File: src/rtl/uart_lb_pkg.sv
package uart_lb_pkg;
  localparam int CTL_W    = 5;
  localparam int CTL_DTR  = 0;
  localparam int CTL_RTS  = 1;
  localparam int CTL_OP1  = 2;
  localparam int CTL_OP2  = 3;
  localparam int CTL_LOOP = 4;
  localparam int MDM_W    = 4;

  // Status order matches the high nibble of the status byte: CD, RI, DSR, CTS
  typedef struct packed {
    logic dcd;
    logic ri;
    logic dsr;
    logic cts;
  } modem_t;

  localparam int RI_IDX = 2;
endpackage

File: src/rtl/lb_sync.sv
module lb_sync #(
  parameter int              W       = 1,
  parameter int              STAGES  = 2,
  parameter logic [W-1:0]    RST_VAL = '1
) (
  input  logic         clk,
  input  logic         rst,
  input  logic [W-1:0] d,
  output logic [W-1:0] q
);
  logic [W-1:0] st [STAGES];

  always_ff @(posedge clk) begin
    if (rst) st[0] <= RST_VAL;
    else     st[0] <= d;
  end

  generate
    for (genvar s = 1; s < STAGES; s++) begin : g_stage
      always_ff @(posedge clk) begin
        if (rst) st[s] <= RST_VAL;
        else     st[s] <= st[s-1];
      end
    end
  endgenerate

  assign q = st[STAGES-1];
endmodule

File: src/rtl/lb_route.sv
module lb_route (
  input  logic       clk,
  input  logic       rst,
  input  logic       loop_en,
  input  logic [3:0] ctl_out,
  input  logic       core_txd,
  input  logic       rxd_sync,
  input  logic       core_irq,
  output logic       pin_txd,
  output logic       core_rxd,
  output logic       pin_dtr_n,
  output logic       pin_rts_n,
  output logic       pin_op1_n,
  output logic       pin_op2_n,
  output logic       irq_o,
  output logic       irq_oe
);
  import uart_lb_pkg::*;

  always_ff @(posedge clk) begin
    if (rst) begin
      pin_txd   <= 1'b1;
      core_rxd  <= 1'b1;
      pin_dtr_n <= 1'b1;
      pin_rts_n <= 1'b1;
      pin_op1_n <= 1'b1;
      pin_op2_n <= 1'b1;
      irq_o     <= 1'b0;
      irq_oe    <= 1'b1;
    end else begin
      pin_txd   <= loop_en ? 1'b1 : core_txd;
      core_rxd  <= loop_en ? core_txd : rxd_sync;
      pin_dtr_n <= loop_en | ~ctl_out[CTL_DTR];
      pin_rts_n <= loop_en | ~ctl_out[CTL_RTS];
      pin_op1_n <= loop_en | ~ctl_out[CTL_OP1];
      pin_op2_n <= loop_en | ~ctl_out[CTL_OP2];
      irq_o     <= core_irq;
      irq_oe    <= ~loop_en;
    end
  end

  logic past_ok;
  always_ff @(posedge clk) past_ok <= ~rst;

  assert_loop_rx_R1: assert property (@(posedge clk) disable iff (rst)
    past_ok && $past(loop_en) |-> core_rxd == $past(core_txd));

  assert_loop_idle_R2: assert property (@(posedge clk) disable iff (rst)
    past_ok && $past(loop_en) |->
      pin_txd && pin_dtr_n && pin_rts_n && pin_op1_n && pin_op2_n);

  assert_norm_tx_R3: assert property (@(posedge clk) disable iff (rst)
    past_ok && !$past(loop_en) |-> pin_txd == $past(core_txd));

  assert_irq_en_R10: assert property (@(posedge clk) disable iff (rst)
    past_ok |-> irq_oe == !$past(loop_en));
endmodule

File: src/rtl/lb_msr.sv
module lb_msr (
  input  logic                 clk,
  input  logic                 rst,
  input  uart_lb_pkg::modem_t  stat_in,
  input  logic                 rd,
  output logic [7:0]           msr_q
);
  import uart_lb_pkg::*;

  logic [MDM_W-1:0] cur, nxt, chg, flag;

  assign nxt = stat_in;
  assign cur = msr_q[7:4];

  generate
    for (genvar i = 0; i < MDM_W; i++) begin : g_bit
      if (i == RI_IDX) begin : g_trail
        assign chg[i] = cur[i] & ~nxt[i];
      end else begin : g_any
        assign chg[i] = cur[i] ^ nxt[i];
      end
      assign flag[i] = (msr_q[i] & ~rd) | chg[i];
    end
  endgenerate

  always_ff @(posedge clk) begin
    if (rst) msr_q <= '0;
    else     msr_q <= {nxt, flag};
  end

  logic past_ok;
  always_ff @(posedge clk) past_ok <= ~rst;

  assert_cts_delta_R7: assert property (@(posedge clk) disable iff (rst)
    past_ok && ($past(msr_q[4]) != msr_q[4]) |-> msr_q[0]);

  assert_ri_trail_R8: assert property (@(posedge clk) disable iff (rst)
    past_ok && $rose(msr_q[2]) |-> $past(msr_q[6]) && !msr_q[6]);

  assert_read_clr_R9: assert property (@(posedge clk) disable iff (rst)
    past_ok && $past(rd) && (msr_q[7:4] == $past(msr_q[7:4])) |-> msr_q[3:0] == 4'b0);
endmodule

File: src/rtl/uart_loopback_ctrl.sv
module uart_loopback_ctrl #(
  parameter int SYNC_STAGES = 2
) (
  input  logic       clk,
  input  logic       rst,
  input  logic [4:0] ctrl,
  input  logic       core_txd,
  output logic       core_rxd,
  output logic       pin_txd,
  input  logic       pin_rxd,
  input  logic       pin_cts_n,
  input  logic       pin_dsr_n,
  input  logic       pin_dcd_n,
  input  logic       pin_ri_n,
  output logic       pin_dtr_n,
  output logic       pin_rts_n,
  output logic       pin_op1_n,
  output logic       pin_op2_n,
  input  logic       msr_rd,
  output logic [7:0] msr_q,
  input  logic       core_irq,
  output logic       irq_o,
  output logic       irq_oe
);
  import uart_lb_pkg::*;

  localparam int IN_W = MDM_W + 1;

  logic [IN_W-1:0] raw_in, syn_in;
  logic            loop_en;
  modem_t          ext_stat, lb_stat, use_stat;

  assign raw_in  = {pin_rxd, pin_dcd_n, pin_ri_n, pin_dsr_n, pin_cts_n};
  assign loop_en = ctrl[CTL_LOOP];

  lb_sync #(.W(IN_W), .STAGES(SYNC_STAGES), .RST_VAL('1)) u_sync (
    .clk(clk), .rst(rst), .d(raw_in), .q(syn_in)
  );

  assign ext_stat = ~syn_in[MDM_W-1:0];

  assign lb_stat.cts = ctrl[CTL_RTS];
  assign lb_stat.dsr = ctrl[CTL_DTR];
  assign lb_stat.dcd = ctrl[CTL_OP2];
  assign lb_stat.ri  = ctrl[CTL_OP1];

  assign use_stat = loop_en ? lb_stat : ext_stat;

  lb_route u_route (
    .clk(clk), .rst(rst), .loop_en(loop_en), .ctl_out(ctrl[3:0]),
    .core_txd(core_txd), .rxd_sync(syn_in[IN_W-1]), .core_irq(core_irq),
    .pin_txd(pin_txd), .core_rxd(core_rxd),
    .pin_dtr_n(pin_dtr_n), .pin_rts_n(pin_rts_n),
    .pin_op1_n(pin_op1_n), .pin_op2_n(pin_op2_n),
    .irq_o(irq_o), .irq_oe(irq_oe)
  );

  lb_msr u_msr (
    .clk(clk), .rst(rst), .stat_in(use_stat), .rd(msr_rd), .msr_q(msr_q)
  );
endmodule

File: config.mk
export PLATFORM = sky130hd
export DESIGN_NAME = uart_loopback_ctrl
export DESIGN_NICKNAME = d
export VERILOG_FILES = /design/src/rtl/uart_lb_pkg.sv /design/src/rtl/lb_sync.sv /design/src/rtl/lb_route.sv /design/src/rtl/lb_msr.sv /design/src/rtl/uart_loopback_ctrl.sv
export SDC_FILE = /design/constraint.sdc
export NUM_CORES = 1
export LEC_CHECK = 0
export ABC_CLOCK_PERIOD_IN_PS = 1100
export BUFFER_PORTS_ARGS = -buffer_cell sky130_fd_sc_hd__buf_2
export CORE_MARGIN = 2
export CORE_UTILIZATION = 46
export CTS_CLUSTER_DIAMETER = 200
export DETAILED_ROUTE_END_ITERATION = 8
export GPL_TIMING_DRIVEN = 0
export PLACE_DENSITY_LB_ADDON = 0.12
export SYNTH_ARGS = -nofsm -noshare
export SYNTH_HDL_FRONTEND = slang
export SYNTH_SLANG_ARGS = --single-unit
File: constraint.sdc
create_clock -name clk -period 1.1 [get_ports clk]
set_input_delay 0.055 -clock clk [delete_from_list [all_inputs] [get_ports clk]]
set_output_delay 0.055 -clock clk [all_outputs]
set_load 0.02 [all_outputs]
# Word-level counts from Yosys, hierarchy flattened
# Memories as Yosys holds them, arrays and structs flattened.
# Index checks and enable logic that the tools add are counted.
dict set report word_totals {
  register_bits 16
  mem_bits_rw 10
  out_inout_bits 16
  elab_cells 44
  mem_count 1
}
dict set report classes {
  mux 7
  bitwise 26
  reduce_logical 1
}
# memory words word_bits rd rd_clocked_by_memory_dff write_ports line
set memory_table {}
lappend memory_table {u_sync.st 2 5 2 0 2 lb_sync.sv:11} ;# logic [W-1:0] st [STAGES];
# op n
set op_table {}
lappend op_table {{$mux W5} 2}
lappend op_table {{$or A1 B1 Y1} 10}
lappend op_table {{$not A1 Y1} 7}
lappend op_table {{$and A1 B1 Y1} 5}
lappend op_table {{$mux W1} 4}
lappend op_table {{$mux W4} 1}
lappend op_table {{$not A4 Y4} 1}
lappend op_table {{$xor A1 B1 Y1} 3}
lappend op_table {{$reduce_or A2 Y1} 1}

# Longest topological paths before layout
dict set report depth {
  ltp_word 5
  ltp_mapped 4
  ltp_nobuf 3
}

# Modules after synthesis
# A second synthesis with hierarchy kept.
dict set report unflattened {
  hier_cells 70
  hier_area_um2 778.2
}
# mod n_inst cells_per_inst area_each_um2 seq_area_each_um2
set modules_own_cells {}
lappend modules_own_cells {lb_msr 1 24 265.3 160.2}
lappend modules_own_cells {lb_sync 1 20 262.8 200.2}
lappend modules_own_cells {lb_route 1 18 215.2 160.2}
lappend modules_own_cells {uart_loopback_ctrl 1 8 35.0 0.0}

# Least setup slack after synthesis
# No wires, ideal clock.
dict set report synth_path {
  kind {register -> register}
  start {reg u_msr.msr_q[0]}
  end {reg u_msr.msr_q[0]}
  setup_ns 0.079
  arrival_time_ns 0.958
  slack_ns 0.063
  stages_incl_launch_ff 4
  path_buffers 0
  cell_sequence {dfxtp_1 > nor2b_1 > nor2b_1 > a211oi_2}
}
dict set report synth_between {
  elab_chain_cells 2
}
# element line
set synth_rtl {}
lappend synth_rtl {{start: declaration} lb_msr.sv:6} ;# output logic [7:0] msr_q
lappend synth_rtl {{start signal: assignment} lb_msr.sv:28} ;# else msr_q <= {nxt, flag};
lappend synth_rtl {{$and A1 B1 Y1} lb_msr.sv:22} ;# assign flag[i] = (msr_q[i] & ~rd) | chg[i];
lappend synth_rtl {{$or A1 B1 Y1} lb_msr.sv:22}
# No other way between the ends.
# A chain may end at the register's enable or synchronous reset.

==> flow_summary.toml <==
[status]
status = "complete, no violations"

[synthesis]
yosysWarnings = 0
seq_area_frac_synth_pct = 59.4
synth_fp_nets = 94
yosysTopAreaCell = "dfxtp_1"
ys_types = 21
syn_inst = 79
ys_seq_elements = 26
synth_area_um2 = 876
syn_avg_cell_area_um2 = 11.1
synth.top_cell.area_share_pct = 59.4
synth.area.top_cells = "dfxtp_1, nor2b_1, or2_2, nor4b_4, a211oi_2"

[die]
start_util_pct = 49.6
coreArea_mm2 = 0.00176
die_w_um = 47.6
rows = 15
dieArea_mm2 = 0.00227
die_y_um = 47.6
pin_count = 31

[worst_hold_path]
whs_endpoint = "u_msr.msr_q[2]"
min_from = "msr_rd"
hp-class = "in -> reg"
min_path_cells = 3

[global_route]
grt_antenna_before_repair = 0
grt_pass1_vias = 600
grt_max_degree = 14
grt_overflow = 0
grt_pass1_wl_um = 2390
grt.total_usage_pct = 15.4

[final_layout]
fin_util_pct = 68.2
fin_nets = 141
layout_common_cells = "buf_2, dfxtp_1, dlygate4sd3_1"
syn_to_final_growth_pct = 37.3
finalInstanceArea_mm2 = 0.00120
diodes = 0
drive_gt1_share_pct = 41.1
fillerInstances = 162
final_common_cell = "buf_2"

[placed_design]
port_buffers = 30
gp_congestion = 0.655
dp.final_hpwl_um = 1000
postPlaceCellArea_mm2 = 0.00106

[timing]
finalMaxSlewViolations = 0
rsz0062_at_grt = "no"
finalSetupViolCount = 0
min_period_ps = 1040
hold_viol_final = 0
fmax_mhz = 965
skew_ps = 5.89
whs_ps = 55.5
tightest_slew_ps = 306
slew_headroom_pct = 79.4
finalSetupTns_ps = 0
finalCritPeriodShare_pct = 94.2

[setup_path]
cp-start-kind = "input pin"
worstPathRequired_ps = 1300
reg2regPathDepth = 3
end_kind = "flop"
slowest_delay_ps = 540
crit_fanout = 10
cp.arrival_ps = 1240
path_class = "in -> reg"
critPathSlowestCell = "dlygate4sd3_1"
worst-r2r-setup-slack_ps = 110
r2r_start = "u_msr.msr_q[1]"
r2r-end = "u_msr.msr_q[1]"
worstPathCellList = "dlygate4sd3_1 -> buf_2 -> clkbuf_1 -> or2_2"

[route]
wl_per_cell_um = 10.3
dr.pass1.iters = 4
drcViolationCount = 0
via_count = 643
ant_nets = 0
drt_iter0_markers = 10
wl_um = 1530
vias_per_cell = 4.32

[power]
power_density_mw_per_mm2 = 1360
ir_worst_vdd_mv = 0.795
power_w = 0.00164
power_leakage_nw = 0.536

[clocking]
cts_inserted_buffers = 3
ctsHtreeMaxLevel = 1
cts.path.max_buffers = 2
cts_tree = "built"
tritoncts_num_sinks = 26
cts_setup_buffers = 0
clkTransAtPathRegs_ps = 130
cts_root_buf = "clkbuf_4"
clk_latency_ps = 310

[run]
maxCapViolCount = 0
[flip-flops by register name (all words and copies together), names as in the netlist]
name / flops
u_route.irq_o: 1
u_route.pin_rts_n: 1
u_msr.msr_q: 8
u_route.pin_dtr_n: 1
u_route.pin_op1_n: 1
u_route.pin_op2_n: 1
u_route.core_rxd: 1
u_route.irq_oe: 1
u_sync.st: 10
u_route.pin_txd: 1
[cells in the mapped netlist (all sizes together)]
master and number:
a211o 1, a211oi 3, a21oi 1, and2b 3, buf 2, clkbuf 1, dfxtp 26, nand2 6
nand2b 2, nor2 5, nor2b 10, nor3 1, nor4b 3, o21ai 3, or2 11, or3 1
[stage by stage]
stage	setup WS, ps	cells
2_1_floorplan	62.8	79
3_3_place_gp	173	134
3_5_place_dp	138	134
4_1_cts	77.3	149
5_1_grt	15.0	149
6_report	64.0	149
[metal layers]
| metal | global-route usage, % | up-vias | wire (µm) |
|---|---|---|---|
| met5 | 0 | - | 0 |
| met2 | 26.5 | 24 | 694 |
| met3 | 3.77 | 2 | 95 |
| met4 | 6.49 | 0 | 12 |
| li1 | - | 348 | - |
| met1 | 18.2 | 269 | 728 |
[worst max path at each step]
stage                   startpoint           endpoint  slack [ps]  cells after the start
floorplan           u_msr.msr_q[0]     u_msr.msr_q[0]          60                      3
global placement    u_msr.msr_q[3]     u_msr.msr_q[3]         170                      3
detailed placement  u_msr.msr_q[0]     u_msr.msr_q[0]         140                      3
CTS                            rst  u_route.pin_dtr_n          80                      5
global route        u_msr.msr_q[0]     u_msr.msr_q[0]          20                      3
finish                         rst    u_sync.st[0][3]          60                      4
[critical path: cells and delay by family]
family / cells / cell delay, ps
buffers and inverters: 3 / 870
and+or+nand+nor: 1 / 320
[what timing repair did]
action                                 CTS  global route
resized for setup                        0             1
endpoints found under the hold margin   13             0
hold buffers                            12             0
setup endpoints to repair                0             2
[power by group]
group | switching [W] | internal (W) | total, W
Sequential | 0.0000173 | 0.000992 | 0.00101
Clock | 0.000249 | 0.000128 | 0.000377
Combinational | 0.000123 | 0.000130 | 0.000254
[cell type report]
| cell class | count | area [µm²] | area share [%] |
|---|---|---|---|
| Tap cell | 25 | 31.3 | 2.60 |
| Multi-Input combinational cell | 50 | 342 | 28.4 |
| Clock buffer | 3 | 22.5 | 1.87 |
| Buffer | 3 | 16.3 | 1.35 |
| Sequential cell | 26 | 520 | 43.3 |
| Timing Repair Buffer | 42 | 270 | 22.5 |
[kinds of logic (layout without fill, tap and decap cells)]
group | Yosys count | count (layout) | share of synthesized area, %
AND/OR/NAND/NOR | 42 | 42 | 31.7
flip-flops | 26 | 26 | 59.4
AO/OA/AOI/OAI | 8 | 8 | 7.00
buffers and inverters | 3 | 48 | 1.86
Power figures use the tool's default switching activity.
